===== config.mk =====
export PLATFORM = sky130hd
export DESIGN_NAME = tamper_monitor
export DESIGN_NICKNAME = d
export VERILOG_FILES = /design/src/rtl/tmon_pkg.sv /design/src/rtl/tmon_evt_latch.sv /design/src/rtl/tmon_lock_regs.sv /design/src/rtl/tmon_flags.sv /design/src/rtl/tamper_monitor.sv
export SDC_FILE = /design/constraint.sdc
export NUM_CORES = 1
export LEC_CHECK = 0
export BUFFER_PORTS_ARGS = -buffer_cell sky130_fd_sc_hd__buf_2
export CORE_ASPECT_RATIO = 1.1
export CORE_MARGIN = 2
export CORE_UTILIZATION = 41
export DETAILED_ROUTE_END_ITERATION = 10
export PLACE_DENSITY = 0.92
export SLEW_MARGIN = 20
export SYNTH_ARGS = -nofsm -noshare
export SYNTH_HDL_FRONTEND = slang
export SYNTH_SLANG_ARGS = --single-unit

===== constraint.sdc =====
create_clock -name clk -period 3.2 [get_ports clk]
set_clock_uncertainty 0.1 [all_clocks]
set_input_delay 0.32 -clock clk [delete_from_list [all_inputs] [get_ports clk]]
set_output_delay 0.32 -clock clk [all_outputs]
set_load 0.02 [all_outputs]

===== src/rtl/tmon_pkg.sv =====
package tmon_pkg;

   typedef enum logic [1:0] {
      SEL_CFG  = 2'd0,
      SEL_CTRL = 2'd1,
      SEL_STAT = 2'd2,
      SEL_NONE = 2'd3
   } tmon_sel_e;

   localparam int FLAG_SV_BIT   = 0;
   localparam int FLAG_NV_BIT   = 1;
   localparam int LOCK_FAIL_BIT = 16;
   localparam int LOCK_SOFT_BIT = 29;
   localparam int LOCK_HARD_BIT = 30;
   localparam int MAX_SRC       = 10;

   // sensor sources sit in the upper half, counter overflows in the low bits
   function automatic int evt_status_pos(input int src);
      return (src < 8) ? (16 + src) : (src - 6);
   endfunction

endpackage


===== src/rtl/tmon_evt_latch.sv =====
module tmon_evt_latch #(
   parameter int N_SRC = 10
) (
   input  logic             clk,
   input  logic             bat_rst_n,
   input  logic [N_SRC-1:0] hit_i,
   input  logic [N_SRC-1:0] clr_i,
   output logic [N_SRC-1:0] pend_o,
   output logic             any_o
);

   logic [N_SRC-1:0] pend_q;

   always_ff @(posedge clk) begin
      if (!bat_rst_n) pend_q <= '0;
      else            pend_q <= (pend_q & ~clr_i) | hit_i;
   end

   assign pend_o = pend_q;
   assign any_o  = |pend_q;

   p_set_beats_clear_r3: assert property (@(posedge clk) disable iff (!bat_rst_n)
      (|hit_i) |=> ((pend_o & $past(hit_i)) == $past(hit_i)))
      else $error("event bit lost against clear");

   p_cleared_bit_drops_r3: assert property (@(posedge clk) disable iff (!bat_rst_n)
      (|(clr_i & ~hit_i)) |=> ((pend_o & $past(clr_i & ~hit_i)) == '0))
      else $error("write-one-clear did not clear");

endmodule


===== src/rtl/tmon_lock_regs.sv =====
module tmon_lock_regs #(
   parameter int N_SRC  = 10,
   parameter int DATA_W = 32
) (
   input  logic              clk,
   input  logic              bat_rst_n,
   input  logic              sys_rst_n,
   input  logic              cfg_we_i,
   input  logic              ctrl_we_i,
   input  logic [DATA_W-1:0] wdata_i,
   output logic [N_SRC-1:0]  cfg_o,
   output logic              soft_o,
   output logic              hard_o,
   output logic              fail_hard_o
);
   import tmon_pkg::*;

   logic [N_SRC-1:0] cfg_q;
   logic             soft_q, hard_q, fail_q;
   logic             cfg_open;

   assign cfg_open = !soft_q && !hard_q;

   // configuration and hard locks survive a system reset
   always_ff @(posedge clk) begin
      if (!bat_rst_n) begin
         cfg_q  <= '0;
         hard_q <= 1'b0;
         fail_q <= 1'b0;
      end else if (sys_rst_n) begin
         if (cfg_we_i && cfg_open) cfg_q <= wdata_i[N_SRC-1:0];
         if (ctrl_we_i) begin
            hard_q <= hard_q | wdata_i[LOCK_HARD_BIT];
            fail_q <= fail_q | wdata_i[LOCK_FAIL_BIT];
         end
      end
   end

   always_ff @(posedge clk) begin
      if (!bat_rst_n || !sys_rst_n) soft_q <= 1'b0;
      else if (ctrl_we_i)           soft_q <= soft_q | wdata_i[LOCK_SOFT_BIT];
   end

   assign cfg_o       = cfg_q;
   assign soft_o      = soft_q;
   assign hard_o      = hard_q;
   assign fail_hard_o = fail_q;

   p_cfg_frozen_r4: assert property (@(posedge clk) disable iff (!bat_rst_n)
      (soft_o || hard_o) |=> $stable(cfg_o))
      else $error("configuration changed under lock");

   p_hard_sticky_r9: assert property (@(posedge clk) disable iff (!bat_rst_n)
      hard_o |=> hard_o)
      else $error("hard lock released without battery reset");

   p_fail_sticky_r9: assert property (@(posedge clk) disable iff (!bat_rst_n)
      fail_hard_o |=> fail_hard_o)
      else $error("failure lock released without battery reset");

   p_soft_sticky_r9: assert property (@(posedge clk) disable iff (!bat_rst_n || !sys_rst_n)
      soft_o |=> soft_o)
      else $error("soft lock released by software");

endmodule


===== src/rtl/tmon_flags.sv =====
module tmon_flags (
   input  logic clk,
   input  logic bat_rst_n,
   input  logic sys_rst_n,
   input  logic set_sv_i,
   input  logic clr_sv_req_i,
   input  logic clr_nv_req_i,
   input  logic pend_any_i,
   input  logic cfg_zero_i,
   input  logic fail_hard_i,
   output logic nv_o,
   output logic sv_o
);

   logic nv_q, sv_q;
   logic sv_release, nv_release;

   assign sv_release = clr_sv_req_i && nv_q && !pend_any_i && cfg_zero_i && !fail_hard_i;
   assign nv_release = clr_nv_req_i && !sv_q && !set_sv_i;

   always_ff @(posedge clk) begin
      if (!bat_rst_n) begin
         nv_q <= 1'b1;
         sv_q <= 1'b0;
      end else if (!sys_rst_n) begin
         nv_q <= nv_q | sv_q;
         sv_q <= sv_q | set_sv_i;
      end else begin
         if (set_sv_i)        sv_q <= 1'b1;
         else if (sv_release) sv_q <= 1'b0;
         if (nv_release)      nv_q <= 1'b0;
      end
   end

   assign nv_o = nv_q;
   assign sv_o = sv_q;

   p_event_fails_r2: assert property (@(posedge clk) disable iff (!bat_rst_n)
      set_sv_i |=> sv_o)
      else $error("enabled event did not enter failure");

   p_sv_exit_needs_nv_r5: assert property (@(posedge clk) disable iff (!bat_rst_n)
      $fell(sv_o) |-> $past(nv_o))
      else $error("violation cleared outside combined state");

   p_nv_exit_needs_sv_clear_r7: assert property (@(posedge clk) disable iff (!bat_rst_n)
      $fell(nv_o) |-> (!$past(sv_o) && !sv_o))
      else $error("non-valid cleared with violation pending");

   p_sysrst_combined_r6: assert property (@(posedge clk) disable iff (!bat_rst_n)
      (!sys_rst_n && sv_o) |=> (nv_o && sv_o))
      else $error("system reset did not enter combined state");

   p_fail_lock_holds_r10: assert property (@(posedge clk) disable iff (!bat_rst_n)
      (fail_hard_i && sv_o) |=> sv_o)
      else $error("violation cleared under failure lock");

endmodule


===== src/rtl/tamper_monitor.sv =====
module tamper_monitor #(
   parameter int N_SRC      = 10,
   parameter int DATA_W     = 32,
   parameter bit STOP_ON_NV = 1'b1
) (
   input  logic              clk,
   input  logic              bat_rst_n,
   input  logic              sys_rst_n,
   input  logic [N_SRC-1:0]  evt_i,
   input  logic              wr_en,
   input  logic [1:0]        wr_addr,
   input  logic [DATA_W-1:0] wr_data,
   output logic [N_SRC-1:0]  cfg_o,
   output logic [DATA_W-1:0] ctrl_o,
   output logic [DATA_W-1:0] status_o,
   output logic              stop_o,
   output logic              valid_o
);
   import tmon_pkg::*;

   generate
      if (N_SRC < 1 || N_SRC > MAX_SRC) begin : g_bad_src
         $error("N_SRC must lie in 1..10");
      end
      if (DATA_W < LOCK_HARD_BIT + 1) begin : g_bad_width
         $error("DATA_W too narrow for the lock bits");
      end
   endgenerate

   tmon_sel_e        sel;
   logic             wr_live, cfg_we, ctrl_we, stat_we;
   logic [N_SRC-1:0] cfg, hit, clr, pend;
   logic             pend_any, soft_lk, hard_lk, fail_lk, nv, sv;
   logic             unused_wdata;

   assign sel     = tmon_sel_e'(wr_addr);
   assign wr_live = wr_en && sys_rst_n;
   assign cfg_we  = wr_live && (sel == SEL_CFG);
   assign ctrl_we = wr_live && (sel == SEL_CTRL);
   assign stat_we = wr_live && (sel == SEL_STAT);
   assign hit     = evt_i & cfg;
   assign unused_wdata = ^wr_data;

   tmon_lock_regs #(.N_SRC(N_SRC), .DATA_W(DATA_W)) u_locks (
      .clk         (clk),
      .bat_rst_n   (bat_rst_n),
      .sys_rst_n   (sys_rst_n),
      .cfg_we_i    (cfg_we),
      .ctrl_we_i   (ctrl_we),
      .wdata_i     (wr_data),
      .cfg_o       (cfg),
      .soft_o      (soft_lk),
      .hard_o      (hard_lk),
      .fail_hard_o (fail_lk)
   );

   tmon_evt_latch #(.N_SRC(N_SRC)) u_events (
      .clk       (clk),
      .bat_rst_n (bat_rst_n),
      .hit_i     (hit),
      .clr_i     (clr),
      .pend_o    (pend),
      .any_o     (pend_any)
   );

   tmon_flags u_flags (
      .clk          (clk),
      .bat_rst_n    (bat_rst_n),
      .sys_rst_n    (sys_rst_n),
      .set_sv_i     (|hit),
      .clr_sv_req_i (stat_we && wr_data[FLAG_SV_BIT]),
      .clr_nv_req_i (stat_we && wr_data[FLAG_NV_BIT]),
      .pend_any_i   (pend_any),
      .cfg_zero_i   (cfg == '0),
      .fail_hard_i  (fail_lk),
      .nv_o         (nv),
      .sv_o         (sv)
   );

   // per-source clear strobe and status placement
   always_comb begin
      status_o = '0;
      status_o[FLAG_SV_BIT] = sv;
      status_o[FLAG_NV_BIT] = nv;
      for (int s = 0; s < N_SRC; s++) begin
         clr[s] = stat_we && wr_data[evt_status_pos(s)];
         status_o[evt_status_pos(s)] = pend[s];
      end
   end

   always_comb begin
      ctrl_o = '0;
      ctrl_o[LOCK_FAIL_BIT] = fail_lk;
      ctrl_o[LOCK_SOFT_BIT] = soft_lk;
      ctrl_o[LOCK_HARD_BIT] = hard_lk;
   end

   assign cfg_o   = cfg;
   assign valid_o = !nv && !sv;

   generate
      if (STOP_ON_NV) begin : g_stop_both
         assign stop_o = nv || sv;
      end else begin : g_stop_sv
         assign stop_o = sv;
      end
   endgenerate

   p_valid_not_stopped_r8: assert property (@(posedge clk) disable iff (!bat_rst_n)
      valid_o |-> !stop_o)
      else $error("stop asserted while valid");

endmodule


==> metrics <==
antenna viol nets, final=0; maximum VDD drop=0.000187 V; Rows=22; Logic pwr share=20.7%; Setup violations, final=0; CP max FO=10; largest stage delay on the critical path=0.64 ns; Startpoint Class=register; R2R Setup Slk=1.38 ns; yosys warns=0; clock buffer count from CTS=3; CTS H-Tree Depth=1; Final Max Slew Viols=0; sequential share of power=55.6%; worst setup path class=reg2reg; DRC viols=0; die area=0.00410 mm²; Power Dens Cells=357 mW/mm²; unrepaired setup endpoints after global routing=false; Leak=0.874 nW; global-route wire length before repair=4650 µm; diode count=0; Slew @ Worst Pin=0.775 ns; Slew HR=48.0%; fillcell total=342; Net Sw Frac=31.5%; initial antenna violation count=0; Hold Vio Cnt, Final=0; Via density=4.32; Worst-Skew Late Latency=0.31 ns; status=completed; type of the worst min-delay path=in2reg; period utilization=56.9%; CTS tree=yes; port bufs=62; clock sink total=25; Worst path slowest cell=nand4b_1; Setup Total Neg Slack=0 ns; Detail Placement HPWL=2620 µm; post-route minimum period=1.82 ns; Power Internal=399 µW; Clock Pin Slew Worst Setup and Hold Paths=0.14 ns; # IOs=124; area grow syn2layout=10.3%; remaining global-route overflow=0; Cell Chain, Critical Path=nor3_1 -> nand4b_1 -> mux2i_1 -> nor2b_1; vias in the first global route=1099; Mapped Cells=174; 1st-iter DRT viols=20; CP delay by family, top=simple AND/OR/NAND/NOR gates; post-CTS setup buffers=0; core area=0.00339 mm²; Avg Cell Area, Syn=8.49 µm²; area of the multi-input gates=728 µm²; NumNets Final=279; CP arrival=1.93 ns; worst endpoint required time=3.31 ns; maximum clock path buffer count=2; mapped cell area=0.00148 mm²; die height=67.0 µm; Clock power frac=23.7%; Die Wd=61.2 µm; starting density of the core=43.6%; sequential share of the synthesized area=33.9%; max capacitance violation total=0; Final Util=48.2%; Initial DRT Pass Iterations=4; WP buf/inv=0; vias=1201; register bit total from synthesis=25; Root Driver=clkbuf_4; Avg WL per Cell=11.4 µm; FF+latch area=500 µm²; largest net degree at the start of global routing=26; Total GRT Usage=15.2%; cts hold-fix bufs=0; GPL Wtd Cong=0.782; Unique masters post-synth=23; drt total wl=3170 µm; f_max=0.550 GHz; share of layout cells above drive strength 1=29.1%; cts repair resizes=0; Critical Path Sink Type=register; NetSw=183 µW
==> layout make-up <==
class | instances | area share, %
clock buffers | 3 | 1.38
clock inverters | 1 | 0.307
inverters | 1 | 0.230
multi-input cells | 138 | 44.7
flip-flops and latches | 25 | 30.7
well taps | 48 | 3.68
repair buffers | 62 | 19.0
==> registers in the layout, summed over array words and instances, names as in the netlist <==
| register | count |
|---|---|
| u_events.pend_o | 10 |
| u_locks.fail_hard_o | 1 |
| u_flags.nv_o | 1 |
| u_locks.hard_o | 1 |
| u_flags.sv_o | 1 |
| u_locks.cfg_o | 10 |
| u_locks.soft_o | 1 |
==> cell families (layout without fill, tap and decap cells) <==
logic type	after synthesis	after routing	synth area share, %
buf+inv	59	67	29.0
compound gates	17	17	8.55
mux	10	10	6.77
other cells	1	49	0.254
simple gates	62	62	21.5
flops	25	25	33.9
==> power groups by stage <==
stage | Combinational (mW) | Sequential, mW | Clock, mW
floorplan | 0.128 | 0.335 | 0
global placement | 0.118 | 0.330 | 0
detailed placement | 0.120 | 0.330 | 0
CTS | 0.120 | 0.324 | 0.145
global route | 0.131 | 0.325 | 0.155
finish | 0.121 | 0.324 | 0.138
==> cell usage after synthesis, drive strengths merged <==
cell type,count,area (µm²)
nand4b,1,8.76
nand2,32,120
o21ai,1,5.00
nand3,1,5.00
nor2b,12,75.1
mux2i,10,100
nand4,3,18.8
nor3,2,10.0
nor4b,3,26.3
nor2,2,7.51
nor4,3,18.8
and4b,2,20.0
dfxtp,25,500
buf,56,418
o41ai,1,16.3
o211ai,1,7.51
nand3b,1,7.51
a21boi,11,82.6
a21oi,3,15.0
conb,1,3.75
inv,1,3.75
clkbuf,2,7.51
==> metal layers <==
layer  GRT usage (%)  share of wire (%)
met1            17.5                 38
met2            25.9                 50
met3            2.52                8.5
met4            8.42                2.8
met5               0                  0
==> path summary, 6_finish.rpt <==
| path | start | endpoint | depth (start not counted) |
|---|---|---|---|
| worst max-delay path | u_locks.hard_o | u_locks.cfg_o[7] | 4 |
| worst min-delay path | wr_data[29] | u_locks.soft_o | 3 |
| worst max register to register | u_locks.hard_o | u_locks.cfg_o[7] | 4 |
| worst min register to register | u_events.pend_o[6] | u_events.pend_o[6] | 2 |
==> worst reg2reg max path, delay by kind of cell, from the launching register on <==
kind          cells  cell delay, ns
flops             1            0.35
simple gates      3            0.89
mux               1            0.38
==> stage by stage <==
stage          worst slack [ns]  area [µm²]  instances  total power [mW]  hold WS, ns
2_1_floorplan              1.89        1660        222             0.462        0.339
3_3_place_gp               1.40        1600        274             0.448        0.366
3_5_place_dp               1.32        1600        274             0.450        0.379
4_1_cts                    1.37        1630        278             0.588        0.114
5_1_grt                    1.22        1630        278             0.611        0.139
6_report                   1.38        1630        278             0.582        0.120
==> layout by cell type, fill, tap and decap left out, types with 2 or more instances in the layout <==
master    instances
a21oi_1           3
dfxtp_1          25
nor3_1            2
nand2_1          32
clkbuf_4          3
a21boi_0         11
nor2b_1          12
nor4b_1           3
nor2_1            2
mux2i_1          10
conb_1           49
nor4_1            3
and4b_1           2
buf_2            62
nand4_1           3
(Power assumes the default switching activity.)
